--- src/rtl/asmem_pkg.sv ---
// Shared definitions for the asynchronous memory cycle sequencer.
package asmem_pkg;
    // Number of count fields in one chip-select timing word.
    localparam int FIELDS = 6;

    // Bus cycle phases, walked in this order.
    typedef enum logic [1:0] {
        PH_IDLE   = 2'd0,
        PH_SETUP  = 2'd1,
        PH_STROBE = 2'd2,
        PH_HOLD   = 2'd3
    } phase_e;
endpackage

--- src/rtl/asmem_rdy_sync.sv ---
// Ready synchronizer: a plain flop chain that brings the asynchronous
// ready pin into the interface clock domain.
// Assumes STAGES >= 2; the output lags the pin by STAGES clocks.
module asmem_rdy_sync #(
    parameter int STAGES = 2
) (
    input  logic clk,
    input  logic rst_n,
    input  logic din,
    output logic dout
);
    logic [STAGES-1:0] chain;

    // Shift the pin level one stage further each clock.
    always_ff @(posedge clk) begin
        if (!rst_n) chain <= '0;
        else        chain <= {chain[STAGES-2:0], din};
    end

    assign dout = chain[STAGES-1];
endmodule

--- src/rtl/asmem_cfg_bank.sv ---
// Timing word store: one six-field word per chip select, written from the
// configuration port and read combinationally by the request path.
// Assumes wsel and rsel are below CS_N.
module asmem_cfg_bank #(
    parameter int CS_N  = 4,
    parameter int PH_W  = 4,
    localparam int CS_W  = (CS_N > 1) ? $clog2(CS_N) : 1,
    localparam int CFG_W = asmem_pkg::FIELDS * PH_W
) (
    input  logic             clk,
    input  logic             rst_n,
    input  logic             we,
    input  logic [CS_W-1:0]  wsel,
    input  logic [CFG_W-1:0] wword,
    input  logic [CS_W-1:0]  rsel,
    output logic [CFG_W-1:0] rword
);
    logic [CFG_W-1:0] bank [CS_N];

    for (genvar g = 0; g < CS_N; g++) begin : g_entry
        // Load this chip select's word when the port addresses it.
        always_ff @(posedge clk) begin
            if (!rst_n)                           bank[g] <= '0;
            else if (we && wsel == CS_W'(g))      bank[g] <= wword;
        end
    end

    assign rword = bank[rsel];
endmodule

--- src/rtl/asmem_phase_fsm.sv ---
// Phase sequencer: walks setup, strobe and hold with one down counter.
// Counts of zero are raised to one. The strobe may end only after it has
// run SYNC_STAGES cycles, so the synchronized ready reflects strobe-time
// pin levels, and only while that ready is high.
// Assumes 'start' is raised only while phase is PH_IDLE.
module asmem_phase_fsm
    import asmem_pkg::*;
#(
    parameter int PH_W        = 4,
    parameter int SYNC_STAGES = 2,
    localparam int AGE_W      = $clog2(SYNC_STAGES + 1)
) (
    input  logic            clk,
    input  logic            rst_n,
    input  logic            start,
    input  logic [PH_W-1:0] t_setup,
    input  logic [PH_W-1:0] t_strobe,
    input  logic [PH_W-1:0] t_hold,
    input  logic            rdy_s,
    output phase_e          phase,
    output logic            strobe_end,
    output logic            last_hold
);
    localparam logic [PH_W-1:0]  ONE      = PH_W'(1);
    localparam logic [AGE_W-1:0] AGE_FULL = AGE_W'(SYNC_STAGES);

    logic [PH_W-1:0]  cnt;
    logic [PH_W-1:0]  strobe_len;
    logic [PH_W-1:0]  hold_len;
    logic [AGE_W-1:0] age;

    function automatic logic [PH_W-1:0] at_least_one(input logic [PH_W-1:0] v);
        return (v == '0) ? ONE : v;
    endfunction

    assign strobe_end = (phase == PH_STROBE) && (cnt == ONE) && (age == AGE_FULL) && rdy_s;
    assign last_hold  = (phase == PH_HOLD) && (cnt == ONE);

    // Advance the phase and its counter once per interface clock.
    always_ff @(posedge clk) begin
        if (!rst_n) begin
            phase      <= PH_IDLE;
            cnt        <= '0;
            strobe_len <= '0;
            hold_len   <= '0;
            age        <= '0;
        end else begin
            unique case (phase)
                PH_IDLE: if (start) begin
                    phase      <= PH_SETUP;
                    cnt        <= at_least_one(t_setup);
                    strobe_len <= at_least_one(t_strobe);
                    hold_len   <= at_least_one(t_hold);
                end
                PH_SETUP: if (cnt == ONE) begin
                    phase <= PH_STROBE;
                    cnt   <= strobe_len;
                    age   <= '0;
                end else begin
                    cnt <= cnt - ONE;
                end
                PH_STROBE: if (strobe_end) begin
                    phase <= PH_HOLD;
                    cnt   <= hold_len;
                end else begin
                    if (cnt != ONE)      cnt <= cnt - ONE;
                    if (age != AGE_FULL) age <= age + AGE_W'(1);
                end
                PH_HOLD: if (cnt == ONE) begin
                    phase <= PH_IDLE;
                end else begin
                    cnt <= cnt - ONE;
                end
                default: phase <= PH_IDLE;
            endcase
        end
    end
endmodule

--- src/rtl/asmem_seq.sv ---
// Asynchronous memory cycle sequencer top: accepts a request when idle,
// latches its chip select, address, data and timing triple, and drives
// the external strobes from the phase sequencer. Read data is taken at
// the edge that ends the read strobe.
// Assumes the requester holds req_* stable until req_ack.
module asmem_seq
    import asmem_pkg::*;
#(
    parameter int CS_N        = 4,
    parameter int ADDR_W      = 16,
    parameter int DATA_W      = 16,
    parameter int PH_W        = 4,
    parameter int SYNC_STAGES = 2,
    localparam int CS_W       = (CS_N > 1) ? $clog2(CS_N) : 1,
    localparam int CFG_W      = FIELDS * PH_W,
    localparam int TRIPLE_W   = 3 * PH_W
) (
    input  logic              clk,
    input  logic              rst_n,
    input  logic              cfg_we,
    input  logic [CS_W-1:0]   cfg_cs,
    input  logic [CFG_W-1:0]  cfg_word,
    input  logic              req_valid,
    input  logic              req_write,
    input  logic [CS_W-1:0]   req_cs,
    input  logic [ADDR_W-1:0] req_addr,
    input  logic [DATA_W-1:0] req_wdata,
    output logic              req_ack,
    output logic [DATA_W-1:0] req_rdata,
    output logic [CS_N-1:0]   mem_cs_n,
    output logic [ADDR_W-1:0] mem_addr,
    output logic              mem_oe_n,
    output logic              mem_re_n,
    output logic              mem_we_n,
    output logic [DATA_W-1:0] mem_wdata,
    output logic              mem_wdata_oe,
    input  logic [DATA_W-1:0] mem_rdata,
    input  logic              mem_ready
);
    logic [CFG_W-1:0]    sel_word;
    logic [TRIPLE_W-1:0] triple;
    logic                rdy_s;
    phase_e              phase;
    logic                strobe_end;
    logic                last_hold;
    logic                accept;
    logic                busy;

    logic [CS_W-1:0]     cs_q;
    logic                wr_q;
    logic [ADDR_W-1:0]   addr_q;
    logic [DATA_W-1:0]   wdata_q;
    logic [DATA_W-1:0]   rdata_q;

    asmem_cfg_bank #(.CS_N(CS_N), .PH_W(PH_W)) cfg_i (
        .clk   (clk),
        .rst_n (rst_n),
        .we    (cfg_we),
        .wsel  (cfg_cs),
        .wword (cfg_word),
        .rsel  (req_cs),
        .rword (sel_word)
    );

    asmem_rdy_sync #(.STAGES(SYNC_STAGES)) sync_i (
        .clk   (clk),
        .rst_n (rst_n),
        .din   (mem_ready),
        .dout  (rdy_s)
    );

    // Read triple sits in the upper half of the word, write triple below.
    assign triple = req_write ? sel_word[TRIPLE_W-1:0] : sel_word[CFG_W-1:TRIPLE_W];
    assign accept = req_valid && (phase == PH_IDLE);

    asmem_phase_fsm #(.PH_W(PH_W), .SYNC_STAGES(SYNC_STAGES)) fsm_i (
        .clk        (clk),
        .rst_n      (rst_n),
        .start      (accept),
        .t_setup    (triple[3*PH_W-1:2*PH_W]),
        .t_strobe   (triple[2*PH_W-1:PH_W]),
        .t_hold     (triple[PH_W-1:0]),
        .rdy_s      (rdy_s),
        .phase      (phase),
        .strobe_end (strobe_end),
        .last_hold  (last_hold)
    );

    // Hold the request fields for the life of the bus cycle.
    always_ff @(posedge clk) begin
        if (!rst_n) begin
            cs_q    <= '0;
            wr_q    <= 1'b0;
            addr_q  <= '0;
            wdata_q <= '0;
        end else if (accept) begin
            cs_q    <= req_cs;
            wr_q    <= req_write;
            addr_q  <= req_addr;
            wdata_q <= req_wdata;
        end
    end

    // Take read data at the edge that releases the read strobe.
    always_ff @(posedge clk) begin
        if (!rst_n)                  rdata_q <= '0;
        else if (strobe_end && !wr_q) rdata_q <= mem_rdata;
    end

    assign busy = (phase != PH_IDLE);

    for (genvar g = 0; g < CS_N; g++) begin : g_cs
        assign mem_cs_n[g] = !(busy && cs_q == CS_W'(g));
    end

    assign mem_addr     = addr_q;
    assign mem_oe_n     = !(busy && !wr_q);
    assign mem_re_n     = !((phase == PH_STROBE) && !wr_q);
    assign mem_we_n     = !((phase == PH_STROBE) && wr_q);
    assign mem_wdata    = wdata_q;
    assign mem_wdata_oe = busy && wr_q;
    assign req_ack      = last_hold;
    assign req_rdata    = rdata_q;
endmodule

--- config.mk ---
export PLATFORM = sky130hd
export DESIGN_NAME = asmem_seq
export DESIGN_NICKNAME = d
export VERILOG_FILES = /design/src/rtl/asmem_pkg.sv /design/src/rtl/asmem_rdy_sync.sv /design/src/rtl/asmem_cfg_bank.sv /design/src/rtl/asmem_phase_fsm.sv /design/src/rtl/asmem_seq.sv
export SDC_FILE = /design/constraint.sdc
export NUM_CORES = 1
export LEC_CHECK = 0
export BUFFER_PORTS_ARGS = -buffer_cell sky130_fd_sc_hd__buf_2
export CAP_MARGIN = 5
export CORE_UTILIZATION = 35
export DETAILED_ROUTE_END_ITERATION = 8
export GPL_TIMING_DRIVEN = 1
export SETUP_SLACK_MARGIN = 0.02
export SLEW_MARGIN = 20
export SYNTH_ARGS = -nofsm -noshare
export SYNTH_HDL_FRONTEND = slang
export SYNTH_HIERARCHICAL = 1
export SYNTH_SLANG_ARGS = --single-unit
--- constraint.sdc ---
create_clock -name clk -period 3 [get_ports clk]
set_clock_uncertainty 0.1 [all_clocks]
set_input_delay 0.6 -clock clk [delete_from_list [all_inputs] [get_ports clk]]
set_output_delay 0.6 -clock clk [all_outputs]
set_load 0.01 [all_outputs]
==> key figures <==
Timing
  – Worst-Margin Slew: 0.902 ns
  – Max Slew Vio Count: 0
  – RSZ-0062 raised after global routing: no
  – Fmax: about 390 MHz
  – Final period util: 0.863
  – Minimum clock period: 2.59 ns
  – Setup ws final: about 0.41 ns
  – Worst rel slew slack: 0.398
  – Final hold vios: 0
  – Final setup vio count: 0

Routing
  – 1st-iter DRT viols: between 300 and 400
  – Detail Route Antenna Nets: 0
  – Vias: just over 5000
  – DRC viols: 0
  – Drt pass-1 iters: 5
  – Drt total wl: 16.9 mm
  – Via density: roughly 5
  – Routed len/inst: between 15 and 20 um

Synth
  – Count of cell types in the netlist: 58
  – Number of synthesis warnings: 6
  – Post-synthesis xor/xnor area fraction: 0.00237
  – Post-synthesis mux area share: 0.0961
  – Synth Area in Adders: 0.0135
  – Simple-gate share of the synthesized area: 0.195
  – Top cells by area, synth: edfxtp_1, dfxtp_1, and2_1
  – Post-synthesis register bit count: 165
  – Top_reg_cell synth: edfxtp_1
  – Post-Syn Area: 7400 sq um
  – Area share of the largest cell type after synthesis: 0.390
  – Ys async rst share: 0
  – Largest family of logic cells by synthesized area: simple AND/OR/NAND/NOR gates
  – Post-synthesis compound-gate area fraction: 0.0776
  – Commonest cells post-synth: and2_1, edfxtp_1, nand2_1
  – Sequential area share after synthesis: 0.576
  – Most common cell in the netlist: and2_1
  – Post-synth top area cell: edfxtp_1
  – Post-synth EDFFs: 96
  – Avg Cell Area, Syn: 11.8 sq um
  – Syn nets: 715
  – Syn Inst Count: between 600 and 700

Job
  – Max-cap viol count: 0

CTS
  – Post-CTS Hold Buffers: 0
  – Clock tree sinks: 165
  – Max H-tree Level: 4
  – Number of CTS-inserted buffers: 17
  – Postcts setup bufs: 0
  – Clk buf depth: 2
  – CTS tree: yes
  – Clk_lat worst skew: approximately 0.43 ns
  – Clock transition at path regs: 0.06 ns
  – # resized after CTS: 0
  – Clk root buf: clkbuf_16

Setup path
  – Worst setup SP type: flip-flop
  – Crit Path Max Fanout: 6
  – Crit. End Element: output port
  – Crit Path Category: flip-flop to output port
  – Crit path required time: 2.30 ns
  – CP Data Arrival Time: 1.89 ns

GRT
  – Initial antenna violation count: 1
  – Largest net degree at the start of global routing: between 70 and 80
  – First-pass GRT wire length: about 26 mm
  – Overflow after GRT: 0
  – Vias in the first global route: roughly 4900
  – Global-route usage over all layers: 0.158

Layout
  – Filler cells: 1931
  – Layout cell share with drive strength beyond 1: 0.299
  – Fin util: 0.433
  – Layout Nets: 845
  – Area grow syn2layout: 20.1%

Floorplan
  – Chip Height: 147 um
  – IO Pins: 139
  – Initial Utilization: 0.361
  – Die W: 147 um
  – Die area: 21700 sq um
  – Core area: 20500 sq um
  – Num rows: 52

Pwr
  – Worst vdd ir: between 0.4 and 0.5 mV
  – Pwr/cell area: 699 nW/um^2
  – Leakage: 0.00346 uW
  – Tot Pwr: about 6200 uW

Placed design
  – Setup WS pre-CTS: roughly 0.37 ns
  – Hpwl dp: 11.8 mm
  – # port buffers: 138
  – RePlAce Congestion: 0.844

Min path
  – Worst min path class: primary input to flip-flop

Run status
  – Status: finished clean
[per-stage QoR]
step / setup TNS (ns) / cells / hold WS, ns / area, sq um
6_report: 0 / 1039 / 0.286 / 8880
4_1_cts: 0 / 1038 / 0.273 / 8880
3_3_place_gp: 0 / 1006 / 0.323 / 8300
2_1_floorplan: -0.429 / 625 / 0.312 / 7400
5_1_grt: 0 / 1038 / 0.281 / 8880
3_5_place_dp: 0 / 1006 / 0.325 / 8300
[area by class of cell]
cell class / instances / area (sq um) / share of cell area
sequential: 165 / 4260 / 0.480
multi-input combinational: 411 / 2860 / 0.322
timing repair buffer: 153 / 818 / 0.0921
clock buffer: 22 / 495 / 0.0558
tap: 270 / 338 / 0.0380
clock inverter: 10 / 82.6 / 0.00930
inverter: 7 / 26.3 / 0.00296
antenna: 1 / 2.50 / 0.000282
[kinds of logic (layout without fill, tap and decap cells)]
logic type	count (synthesis)	in the layout
multiplexers	38	38
AO/OA/AOI/OAI	91	91
buffers and inverters	49	192
adder cells (fa/ha/maj)	8	8
flip-flops	165	165
other	0	1
AND/OR/NAND/NOR	272	272
XOR/XNOR	2	2
[worst max-delay path, stage by stage (launching register included)]
cell and delay [ns]:
dfxtp_1 0.43, ha_1 0.22, nor3b_1 0.47, and2_1 0.21
buf_2 0.14
[worst paths after layout]
path,slack (ns),from,cells after the start,end
worst max-delay path,0.41,fsm_i/cnt[0],4,req_ack
worst min-delay path,0.29,req_wdata[0],3,mem_wdata[0]
worst max register to register,0.63,fsm_i/cnt[0],8,req_rdata[5]
worst min register to register,0.34,sync_i/chain[0],1,sync_i/chain[1]
[layout by cell type (no fill, tap or decap), types with 5 or more instances in the layout]
cell type and n:
nand2b_1 5, nor2_1 9, mux4_2 20, buf_2 137
ha_1 8, clkbuf_16 18, a21boi_0 21, o21ai_2 5
nand3_1 39, dfxtp_1 69, o21ai_0 36, edfxtp_1 96
nand2_1 91, and2_1 100, mux2_2 12, nor3_1 7
inv_1 7, buf_4 15
[report_power, final]
group | internal (uW) | leakage, uW | switching [uW] | total, uW
registers | 2660 | 0.00151 | 167 | 2820
clock network | 1190 | 0.000279 | 917 | 2110
logic | 546 | 0.00167 | 735 | 1280
total | 4390 | 0.00346 | 1820 | 6210
[state kept, by name, indices dropped and copies added (netlist names)]
name,cells
sync_i/chain,2
cfg_i/bank,96
cs_q,2
fsm_i/phase,2
req_rdata,16
mem_addr,16
fsm_i/hold_len,4
fsm_i/strobe_len,4
mem_wdata,16
wr_q,1
fsm_i/age,2
fsm_i/cnt,4
[per-layer routing]
metal	vias up	routed length [um]	track usage	part of all wire
li1	2487	-	-	-
met1	2356	7460	0.200	0.44
met2	194	8230	0.267	0.49
met3	17	1080	0.0392	0.064
met4	0	159	0.0490	0.0094
met5	-	0	0	0
Note: power is estimated with default switching activity, not from simulation.
